===== src/rtl/dmaregs_pkg.sv =====
package dmaregs_pkg;
  localparam int CHAN_W = 2;
  localparam int CTL_N  = 2;

  typedef struct packed {
    logic              wrLo;
    logic              wrHi;
    logic              wrWord;
    logic              reload;
    logic              rdEn;
    logic              ctl;
    logic [CHAN_W-1:0] chan;
    logic              regSel;
    logic              bytePtr;
  } regStb_t;
endpackage


===== src/rtl/dmaregs_ctrl.sv =====
module dmaregs_ctrl
  import dmaregs_pkg::*;
#(
  parameter int PORT_W = 4
) (
  input  logic              clk,
  input  logic              rst,
  input  logic              ctlSel,
  input  logic [PORT_W-1:0] port,
  input  logic              ioWr,
  input  logic              ioWord,
  input  logic              ioRd,
  input  logic              clrPtr,
  input  logic              mstRst,
  output regStb_t           stb
);
  logic [CTL_N-1:0] ptr;
  logic byteAcc;
  logic ptrClr;

  assign byteAcc = (ioWr && !ioWord) || ioRd;
  assign ptrClr  = clrPtr || mstRst;

  always_comb begin
    stb.ctl     = ctlSel;
    stb.bytePtr = ptr[ctlSel];
    if (ctlSel) begin
      stb.regSel = port[1];
      stb.chan   = port[CHAN_W+1:2];
    end else begin
      stb.regSel = port[0];
      stb.chan   = port[CHAN_W:1];
    end
    stb.wrWord = ioWr && ioWord;
    stb.wrLo   = ioWr && !ioWord && !ptr[ctlSel];
    stb.wrHi   = ioWr && !ioWord && ptr[ctlSel];
    stb.reload = stb.wrHi || stb.wrWord;
    stb.rdEn   = ioRd;
  end

  always_ff @(posedge clk) begin
    if (rst) begin
      ptr <= '0;
    end else if (ptrClr) begin
      ptr[ctlSel] <= 1'b0;
    end else if (byteAcc) begin
      ptr[ctlSel] <= ~ptr[ctlSel];
    end
  end

  // input premise: reads and writes never share a cycle
  a_in_no_rdwr: assert property (@(posedge clk) disable iff (rst)
    !(ioWr && ioRd));

  // a byte access flips exactly one pointer, the addressed one
  a_r7_ptr_toggle: assert property (@(posedge clk) disable iff (rst)
    (byteAcc && !ptrClr) |=> ($countones(ptr ^ $past(ptr)) == 1) &&
                             (ptr[$past(ctlSel)] != $past(ptr[ctlSel])));

  // clear strobes leave the selected pointer low
  a_r11_ptr_clear: assert property (@(posedge clk) disable iff (rst)
    ptrClr |=> !ptr[$past(ctlSel)]);

  // word writes leave both pointers alone
  a_r5_word_keeps_ptr: assert property (@(posedge clk) disable iff (rst)
    (ioWr && ioWord && !ptrClr) |=> $stable(ptr));
endmodule


===== src/rtl/dmaregs_dp.sv =====
module dmaregs_dp
  import dmaregs_pkg::*;
#(
  parameter int ADDR_W = 16
) (
  input  logic                clk,
  input  logic                rst,
  input  regStb_t             stb,
  input  logic [ADDR_W-1:0]   wrData,
  input  logic                progWr,
  input  logic [CHAN_W:0]     progChan,
  input  logic [ADDR_W:0]     progVal,
  output logic [7:0]          rdData
);
  localparam int POS_W  = ADDR_W + 1;
  localparam int NCH    = CTL_N << CHAN_W;
  localparam int BYTE_W = 8;
  localparam int HI_W   = ADDR_W - BYTE_W;

  logic [ADDR_W-1:0] baseA [NCH];
  logic [ADDR_W-1:0] baseC [NCH];
  logic [POS_W-1:0]  curA  [NCH];
  logic [POS_W-1:0]  prog  [NCH];

  logic [CHAN_W:0]   idx;
  logic [ADDR_W-1:0] oldBase, newBase, addrSrc;
  logic [POS_W-1:0]  cntScaled, rdVal, rdShift;
  logic              anyWr;

  assign idx   = {stb.ctl, stb.chan};
  assign anyWr = stb.wrLo || stb.wrHi || stb.wrWord;

  always_comb begin
    oldBase = stb.regSel ? baseC[idx] : baseA[idx];
    if (stb.wrWord)
      newBase = wrData;
    else if (stb.wrHi)
      newBase = {wrData[HI_W-1:0], oldBase[BYTE_W-1:0]};
    else
      newBase = {oldBase[ADDR_W-1:BYTE_W], wrData[BYTE_W-1:0]};
    addrSrc   = stb.regSel ? baseA[idx] : newBase;
    cntScaled = stb.ctl ? {baseC[idx], 1'b0} : {1'b0, baseC[idx]};
    rdVal     = stb.regSel ? (cntScaled - prog[idx]) : (curA[idx] + prog[idx]);
    rdShift   = rdVal >> (POS_W'(stb.ctl) + (stb.bytePtr ? POS_W'(BYTE_W) : '0));
  end

  always_ff @(posedge clk) begin
    if (rst) begin
      for (int i = 0; i < NCH; i++) begin
        baseA[i] <= '0;
        baseC[i] <= '0;
        curA[i]  <= '0;
        prog[i]  <= '0;
      end
      rdData <= '0;
    end else begin
      if (anyWr) begin
        if (stb.regSel) baseC[idx] <= newBase;
        else            baseA[idx] <= newBase;
      end
      if (progWr)
        prog[progChan] <= progVal;
      if (stb.reload) begin
        curA[idx] <= stb.ctl ? {addrSrc, 1'b0} : {1'b0, addrSrc};
        prog[idx] <= '0;
      end
      if (stb.rdEn)
        rdData <= rdShift[BYTE_W-1:0];
    end
  end

  // read data only moves on a read
  a_r12_rd_hold: assert property (@(posedge clk) disable iff (rst)
    !stb.rdEn |=> $stable(rdData));

  // a reload zeroes the channel's progress, beating a progress update
  a_r6_reload_prog: assert property (@(posedge clk) disable iff (rst)
    stb.reload |=> prog[$past(idx)] == '0);

  // on controller 1 the reloaded address is always even
  a_r6_ctl1_even: assert property (@(posedge clk) disable iff (rst)
    (stb.reload && stb.ctl) |=> !curA[$past(idx)][0]);
endmodule


===== src/rtl/dmaregs_top.sv =====
module dmaregs_top
  import dmaregs_pkg::*;
#(
  parameter int ADDR_W = 16,
  parameter int PORT_W = 4
) (
  input  logic              clk,
  input  logic              rst,
  input  logic              ctlSel,
  input  logic [PORT_W-1:0] port,
  input  logic              ioWr,
  input  logic              ioWord,
  input  logic [ADDR_W-1:0] wrData,
  input  logic              ioRd,
  input  logic              clrPtr,
  input  logic              mstRst,
  input  logic              progWr,
  input  logic [CHAN_W:0]   progChan,
  input  logic [ADDR_W:0]   progVal,
  output logic [7:0]        rdData
);
  regStb_t stb;

  dmaregs_ctrl #(.PORT_W(PORT_W)) u_ctrl (
    .clk(clk), .rst(rst), .ctlSel(ctlSel), .port(port),
    .ioWr(ioWr), .ioWord(ioWord), .ioRd(ioRd),
    .clrPtr(clrPtr), .mstRst(mstRst), .stb(stb)
  );

  dmaregs_dp #(.ADDR_W(ADDR_W)) u_dp (
    .clk(clk), .rst(rst), .stb(stb), .wrData(wrData),
    .progWr(progWr), .progChan(progChan), .progVal(progVal),
    .rdData(rdData)
  );
endmodule


===== config.mk =====
export PLATFORM = sky130hd
export DESIGN_NAME = dmaregs_top
export DESIGN_NICKNAME = d
export VERILOG_FILES = /design/src/rtl/dmaregs_pkg.sv /design/src/rtl/dmaregs_ctrl.sv /design/src/rtl/dmaregs_dp.sv /design/src/rtl/dmaregs_top.sv
export SDC_FILE = /design/constraint.sdc
export NUM_CORES = 1
export LEC_CHECK = 0
export ABC_AREA = 1
export BUFFER_PORTS_ARGS = -buffer_cell sky130_fd_sc_hd__buf_2
export CORE_ASPECT_RATIO = 0.6
export CORE_UTILIZATION = 45
export CTS_CLUSTER_SIZE = 12
export DETAILED_ROUTE_END_ITERATION = 6
export PLACE_DENSITY_LB_ADDON = 0.15
export SLEW_MARGIN = 20
export SYNTH_ARGS = -nofsm -noshare
export SYNTH_HDL_FRONTEND = slang
export SYNTH_SLANG_ARGS = --single-unit

===== constraint.sdc =====
create_clock -name clk -period 9.8 [get_ports clk]
set_input_delay 1.96 -clock clk [delete_from_list [all_inputs] [get_ports clk]]
set_output_delay 1.96 -clock clk [all_outputs]
set_load 0.01 [all_outputs]

==> metrics.cfg, run 1 <==
[die]
initial_core_util = 0.461
rows = 69
die_h_um = 194
die_w_um = 322
dieArea_um2 = 62400
core_um2 = 59900
io-pin-count = 57

[synth]
avgSynthCellArea_um2 = 8.65
netlist_area_um2 = 27600
post_synth_num_cell_types = 64
synth-edff-count = 392
synthCells = 3194
ys_seq_area_frac = 0.532
yosys_register_bits = 538
synthFlopType = edfxtp_1
synth-async-reset-ratio = 0
yosys_warnings = 0

[min_path]
whs_path_depth = 4
holdCritStartpoint = u_dp.prog[4][13]
worstHoldEndpoint = u_dp.prog[4][13]
hold_class = reg -> reg

[cts]
clock-sinks = 538
cts_buffers = 54
cts_tree = yes
ctsLongestPathBuffers = 3
worstSkewPairLatency_ps = 650
ctsResizeCount = 0
htree_levels = 2
hold_buffers = 0
post_cts_buffers = 0
cts.reportedPaths.clkPinSlew_ps = 60
root_buffer = clkbuf_16

[timing]
max_freq_ghz = 0.159
worst_pin_slew_ps = 1200
setup_ws_ps = 3510
rsz0062_at_grt = no
slew_headroom = 0.198
fin_tns_setup_ps = 0
post-route-period-util = 0.642
finalCriticalPeriod_ps = 6290
skew_ps = 34.1
setup_viol = 0
hold_violations = 0
slew_viol_final = 0

[routing]
via_per_inst = 5.83
post_drt_wl_per_cell_um = 24.0
drt-initial-drc-count = 3119
totalWireLength_um = 95900
drtAntennaViolNets = 0
drt_first_pass_iters = 6
via_count = 23300
drc = 0

[power]
p_leak_nw = 12.6
p_switching_mw = 1.68
power_mw = 5.55
power_switching_share = 0.302
vdd_drop_max_mv = 0.136
p_per_area_nw_per_um2 = 186
intPower_mw = 3.87
power_frac_seq = 0.459
p_clk_frac = 0.367
pwr-share-comb = 0.174

[run]
drv_cap = 0

[final_layout]
area_growth_pct = 8.18
finalCoreUtilization = 0.499
final_cell_mix = nand2_1, nor2_1, edfxtp_1, inv_1, nand3_1
nNetsFinal = 3230
final_common_cell = nand2_1
nFillCells = 5765
drive_above_1_share = 0.0895
layoutNonFillerInstCount = 4000

[setup_path]
r2r_slack_ps = 5580
cp_max_fo = 87
r2r-end = u_dp.curA[7][2]
required_ps = 10330
end_kind = flip-flop
crit_type = in -> reg
reg2reg_depth = 7
arrival_ps = 6820
r2r-start = u_ctrl.ptr[1]
critPathLaunchType = primary input

[placed_design]
dp_cells = 3907
hpwl_um = 63800
pre_cts_ws_ps = 2960
portBuffers = 56
gp_congestion = 0.962

[grt]
use_met2 = 0.404
grt_max_degree = 93
grt_busiest_layer = met1
met1_usage = 0.479
grt_overflow = 0
grt_pass1_wl_um = 140000
grt_pass1_vias = 21200
grt.total_usage = 0.304
use_met3 = 0.0873
antenna_found_initial = 1

[status]
outcome = finished clean

-- worst max-delay path by stage --
stage,from,endpoint,slack [ps],depth (start not counted)
6_report,ctlSel,u_dp.rdData[3],3510,22
5_1_grt,ctlSel,u_dp.rdData[3],3170,22
4_1_cts,ctlSel,u_dp.rdData[3],3620,22
3_5_place_dp,ctlSel,u_dp.rdData[3],2960,22
3_3_place_gp,ctlSel,u_dp.rdData[2],2990,24
2_1_floorplan,port[2],u_dp.rdData[3],4550,23
-- synth_stat cells (3+ instances only) --
master,instances,area [um2]
mux2i_1,3,30.0
buf_4,21,158
nand3_2,22,220
o221ai_1,28,245
o21ai_2,11,96.3
xor2_1,5,43.8
a21oi_1,143,716
or2_2,3,18.8
o21ai_1,21,105
nor3_1,4,20.0
nor2_1,510,1910
nand3b_1,6,45.0
ha_1,32,400
o21ai_0,219,1100
nand2_2,38,238
dfxtp_1,146,2920
nand2_1,556,2090
o22ai_1,81,507
clkbuf_1,68,255
buf_6,16,180
o21bai_1,13,97.6
edfxtp_1,392,11800
a31oi_4,5,106
or2_1,7,43.8
inv_2,10,37.5
inv_1,352,1320
nand3_1,234,1170
nand4_1,10,62.6
a31oi_1,10,62.6
o2111ai_1,6,52.6
o211ai_1,55,413
a32o_1,8,80.1
buf_1,19,71.3
o211ai_2,12,150
a22oi_1,10,75.1
buf_2,78,390
nand2_4,3,33.8
-- flip-flops by register name (all words and copies together) (netlist names) --
name and cells:
u_dp.curA 136, u_dp.prog 136, u_dp.baseA 128, u_dp.baseC 128
u_dp.rdData 8, u_ctrl.ptr 2
-- cell type report --
type,instances,area (um2),share of cell area
clock buffers,84,1550,0.0517
inverters,364,1380,0.0462
repair buffers,92,563,0.0188
flip-flops and latches,538,14700,0.492
diodes,1,2.50,0.0000837
multi-input cells,2097,10600,0.353
well taps,816,1020,0.0342
clock inverters,8,123,0.00410
-- logic make-up after synthesis --
group	share of synthesized area
DFF	0.532
xor gates and xnor gates	0.00222
and+or+nand+nor	0.219
muxes	0.00109
buffers and inverters	0.0881
adders and majority gates	0.0159
AOI/OAI and AO/OA	0.142
other	0.000136
-- critical path, stage by stage --
cell	delay, ps
buf_2	250
inv_12	400
nand2_8	140
nand2_8	430
buf_4	570
nand2_1	110
o211ai_1	100
o21ai_0	100
a21oi_1	270
ha_1	210
inv_1	60
fa_1	450
o21ai_0	570
nand2_1	140
nand2_1	200
nand2_1	70
a31oi_1	120
o21ai_0	110
nand2_1	160
nand2_1	80
nand3_1	110
a21oi_1	70
-- per-layer routing --
layer  wire length (um)  vias to the layer above
met5                  0                        -
met4               1600                        0
met3              12300                      117
met2              37500                     1250
met1              44600                    11300
li1                   -                    10700
-- power groups by stage --
stage          logic, mW  clock network (mW)  registers (mW)
3_5_place_dp       0.932                   0            2.59
6_report           0.965                2.03            2.55
2_1_floorplan      0.613                   0            2.59
4_1_cts            0.935                2.05            2.55
3_3_place_gp       0.929                   0            2.59
5_1_grt             1.04                2.14            2.55
-- per-stage QoR --
stage | hold WS, ps | area (um2)
after floorplan | 484 | 27700
after global placement | 515 | 28200
after detailed placement | 533 | 28200
after CTS | 544 | 29900
after global routing | 577 | 29900
final | 544 | 29900
No activity file was read; power rests on OpenSTA's default activity.
==> run 2: changes to the inputs <==
--- a/config.mk
+++ b/config.mk
@@ -5,7 +5,7 @@
 export SDC_FILE = /design/constraint.sdc
 export NUM_CORES = 1
 export LEC_CHECK = 0
-export ABC_AREA = 1
+export ABC_AREA = 0
 export BUFFER_PORTS_ARGS = -buffer_cell sky130_fd_sc_hd__buf_2
 export CORE_ASPECT_RATIO = 0.6
 export CORE_UTILIZATION = 45
==> constraint.sdc (replaced) <==
create_clock -name clk -period 5.9 [get_ports clk]
set_input_delay 1.18 -clock clk [delete_from_list [all_inputs] [get_ports clk]]
set_output_delay 1.18 -clock clk [all_outputs]
set_load 0.01 [all_outputs]
==> run 2 against run 1 <==
The flow now finishes with violations (DRC). Cell count shrank 19%. Flip-flop and latch count shrank 8. Sequential share of layout area grew 0.48 points. Combinational power grew 35%. Clock power grew 59%. Synthesized cell count shrank 25%. First-iteration DRC count shrank 17%. Worst hold slack lost 50 ps. Critical endpoint unchanged.
==> metrics.cfg, run 2 <==
[status]
outcome = finished, violations left
violations = DRC

[power]
p_clk_frac = 0.371  ; +0.004
p_switching_mw = 2.38  ; +42%
p_leak_nw = 11.0  ; -13%
power_switching_share = 0.273  ; -0.0291
intPower_mw = 6.32  ; +63%
power_frac_seq = 0.479  ; +0.020
vdd_drop_max_mv = 0.246  ; +81%
p_per_area_nw_per_um2 = 298  ; +61%
pwr-share-comb = 0.150  ; -0.024
power_mw = 8.70  ; +57%

[routing]
totalWireLength_um = 84600  ; -12%
drc = 8  ; +8
drtAntennaViolNets = 0  ; unchanged
drt-initial-drc-count = 2586  ; -17%
via_count = 19600  ; -16%
drt_first_pass_iters = 7  ; +1
post_drt_wl_per_cell_um = 26.3  ; +9.5%
via_per_inst = 6.08  ; +4.4%

[timing]
finalCriticalPeriod_ps = 5020
fin_hold_ws_ps = 494  ; -49.8 ps
rsz0062_at_grt = no
setup_ws_ps = 878  ; -2630 ps
max_freq_ghz = 0.199
fin_tns_setup_ps = 0  ; unchanged
worst_pin_slew_ps = 1160  ; -42.8 ps
slew_headroom = 0.228  ; +0.0305
slew_viol_final = 0  ; unchanged
skew_ps = 22.3  ; -11.7 ps
hold_violations = 0  ; unchanged
post-route-period-util = 0.851
setup_viol = 0  ; unchanged

[min_path]
worstHoldEndpoint = u_dp.rdData[1]
hold_class = reg -> reg
holdCritStartpoint = u_dp.rdData[1]
whs_path_depth = 2  ; -2

[synth]
synth_top_area_cell = edfxtp_1
avgSynthCellArea_um2 = 11.0  ; +27%
synth_most_common_cell = nor2_1
yosys_register_bits = 530  ; -1.5%
yosys-top-cells-area = edfxtp_1, dfxtp_1, nor2_1, mux4_2, a21oi_1
synth-async-reset-ratio = 0  ; unchanged
yosys.area.top_type_share = 0.441  ; +0.0153
synthCells = 2403  ; -25%
synth_common_cells = nor2_1, edfxtp_1, a21oi_1, dfxtp_1, nor3b_1
synth-edff-count = 388  ; -1.0%
post_synth_num_cell_types = 76  ; +19%
yosys_warnings = 0  ; unchanged
synthFlopType = edfxtp_1
ys_seq_area_frac = 0.549  ; +0.0172
netlist_area_um2 = 26400  ; -4.5%

[cts]
cts.reportedPaths.clkPinSlew_ps = 60  ; about the same
cts_tree = yes
root_buffer = clkbuf_16
ctsLongestPathBuffers = 3  ; unchanged
post_cts_buffers = 0  ; unchanged
htree_levels = 2  ; unchanged
hold_buffers = 0  ; unchanged
clock-sinks = 530  ; -1.5%
cts_buffers = 52  ; -3.7%
ctsResizeCount = 0  ; unchanged
worstSkewPairLatency_ps = 630  ; -20 ps

[setup_path]
crit_type = in -> reg
critical-path-max-stage-delay_ps = 500  ; -70 ps
reg2reg_depth = 13  ; +6
critPathLaunchType = primary input
required_ps = 6350  ; -3980 ps
r2r-start = u_dp.curA[0][1]
cp_slowest_cell = mux2i_1
end_kind = flip-flop
crit_chain = buf_2 -> mux2i_4 -> buf_12 -> buf_4 -> nor2b_1 -> a211oi_1 -> a21oi_1 -> mux2i_1 -> inv_1 -> ha_1 -> a21o_1 -> a21oi_1 -> o31ai_1 -> o41ai_1 -> buf_4 -> xor2_1 -> mux2i_1 -> a221oi_1 -> a211oi_1
r2r-end = u_dp.rdData[3]
arrival_ps = 5470  ; -1350 ps
r2r_slack_ps = 1990  ; -3590 ps
cp_max_fo = 22  ; -75%

[die]
core_um2 = 57800  ; -3.6%
rows = 68  ; -1.4%
die_w_um = 315  ; -2.2%
io-pin-count = 57  ; unchanged
dieArea_um2 = 59700  ; -4.4%
initial_core_util = 0.457  ; -0.00421
die_h_um = 190  ; -2.2%

[final_layout]
nFillCells = 5112  ; -11%
drive_above_1_share = 0.145  ; +0.0558
regArea_um2 = 14500  ; -1.4%
fin_area_um2 = 29200  ; -2.3%
reg_top3 = u_dp.curA x132, u_dp.prog x132
nNetsFinal = 2500  ; -23%
final_common_cell = nor2_1
final_cell_mix = nor2_1, edfxtp_1, a21oi_1, dfxtp_1, nor3b_1
area_growth_pct = 10.6
multi_input_area_um2 = 11000  ; +3.8%

[placed_design]
pre_cts_ws_ps = 392  ; -2570 ps
placed_area_um2 = 27600  ; -2.1%
gp_congestion = 0.993  ; +3.2%
hpwl_um = 57600  ; -9.7%
portBuffers = 56  ; unchanged

[grt]
grt_pass1_wl_um = 124000  ; -11%
grt_overflow = 0  ; unchanged
grt_pass1_vias = 18300  ; -13%
antenna_found_initial = 2  ; +1
grt_max_degree = 95  ; +2.2%
grt.total_usage = 0.285  ; -0.0185

[run]
drv_cap = 0  ; unchanged

run 2: cells by family (layout without fill, tap and decap cells):
kind of cell               after synthesis  count (layout)  synth area share
other                                    1               6          0.000142
DFF                                    530             530             0.549
and+or+nand+nor                        981             981             0.176
xor gates and xnor gates                21              21           0.00697
muxes                                  202             202             0.117
AOI/OAI and AO/OA                      410             410            0.0961
buffers and inverters                  224             268            0.0385
adders and majority gates               34              34            0.0167
run 2: cell type report:
cell class | instances | area share
diodes | 2 | 0.000171
clock buffers | 82 | 0.0512
clock inverters | 5 | 0.00274
inverters | 27 | 0.00351
multi-input cells | 1652 | 0.375
flip-flops and latches | 530 | 0.496
well taps | 770 | 0.0330
repair buffers | 154 | 0.0376
run 2: routing by layer:
layer | share of wire | track usage | vias to the layer above
met5 | 0 | 0 | -
met4 | 0.015 | 0.0553 | 0
met3 | 0.11 | 0.0822 | 93
li1 | - | - | 8694
met2 | 0.40 | 0.379 | 891
met1 | 0.48 | 0.453 | 9925
run 2: power by group through the flow:
stage | Clock (mW) | Sequential, mW | Combinational, mW
3_5_place_dp | 0 | 4.24 | 1.26
2_1_floorplan | 0 | 4.23 | 0.806
6_report | 3.23 | 4.17 | 1.30
4_1_cts | 3.26 | 4.16 | 1.27
3_3_place_gp | 0 | 4.24 | 1.25
5_1_grt | 3.41 | 4.17 | 1.38
run 2: through the flow:
stage | utilization | cells
finish | 0.506 | 3222
global route | 0.505 | 3221
CTS | 0.505 | 3220
detailed placement | 0.478 | 3133
global placement | 0.478 | 3133
floorplan | - | 2406
run 2: worst max-delay path, delay by kind of cell:
kind,cells,cell delay [ps]
AOI/OAI and AO/OA,8,1750
xor gates and xnor gates,1,140
adders and majority gates,1,300
buffers and inverters,5,1020
muxes,3,980
and+or+nand+nor,1,80
run 2: how the worst max path moves through the flow:
stage	start	endpoint	slack (ps)	cells after the start
3_3_place_gp	ctlSel	u_dp.rdData[2]	380	19
6_report	ctlSel	u_dp.rdData[3]	880	19
2_1_floorplan	ctlSel	u_dp.rdData[5]	630	16
5_1_grt	port[2]	u_dp.rdData[2]	580	19
3_5_place_dp	ctlSel	u_dp.rdData[2]	390	19
4_1_cts	ctlSel	u_dp.rdData[2]	1040	19
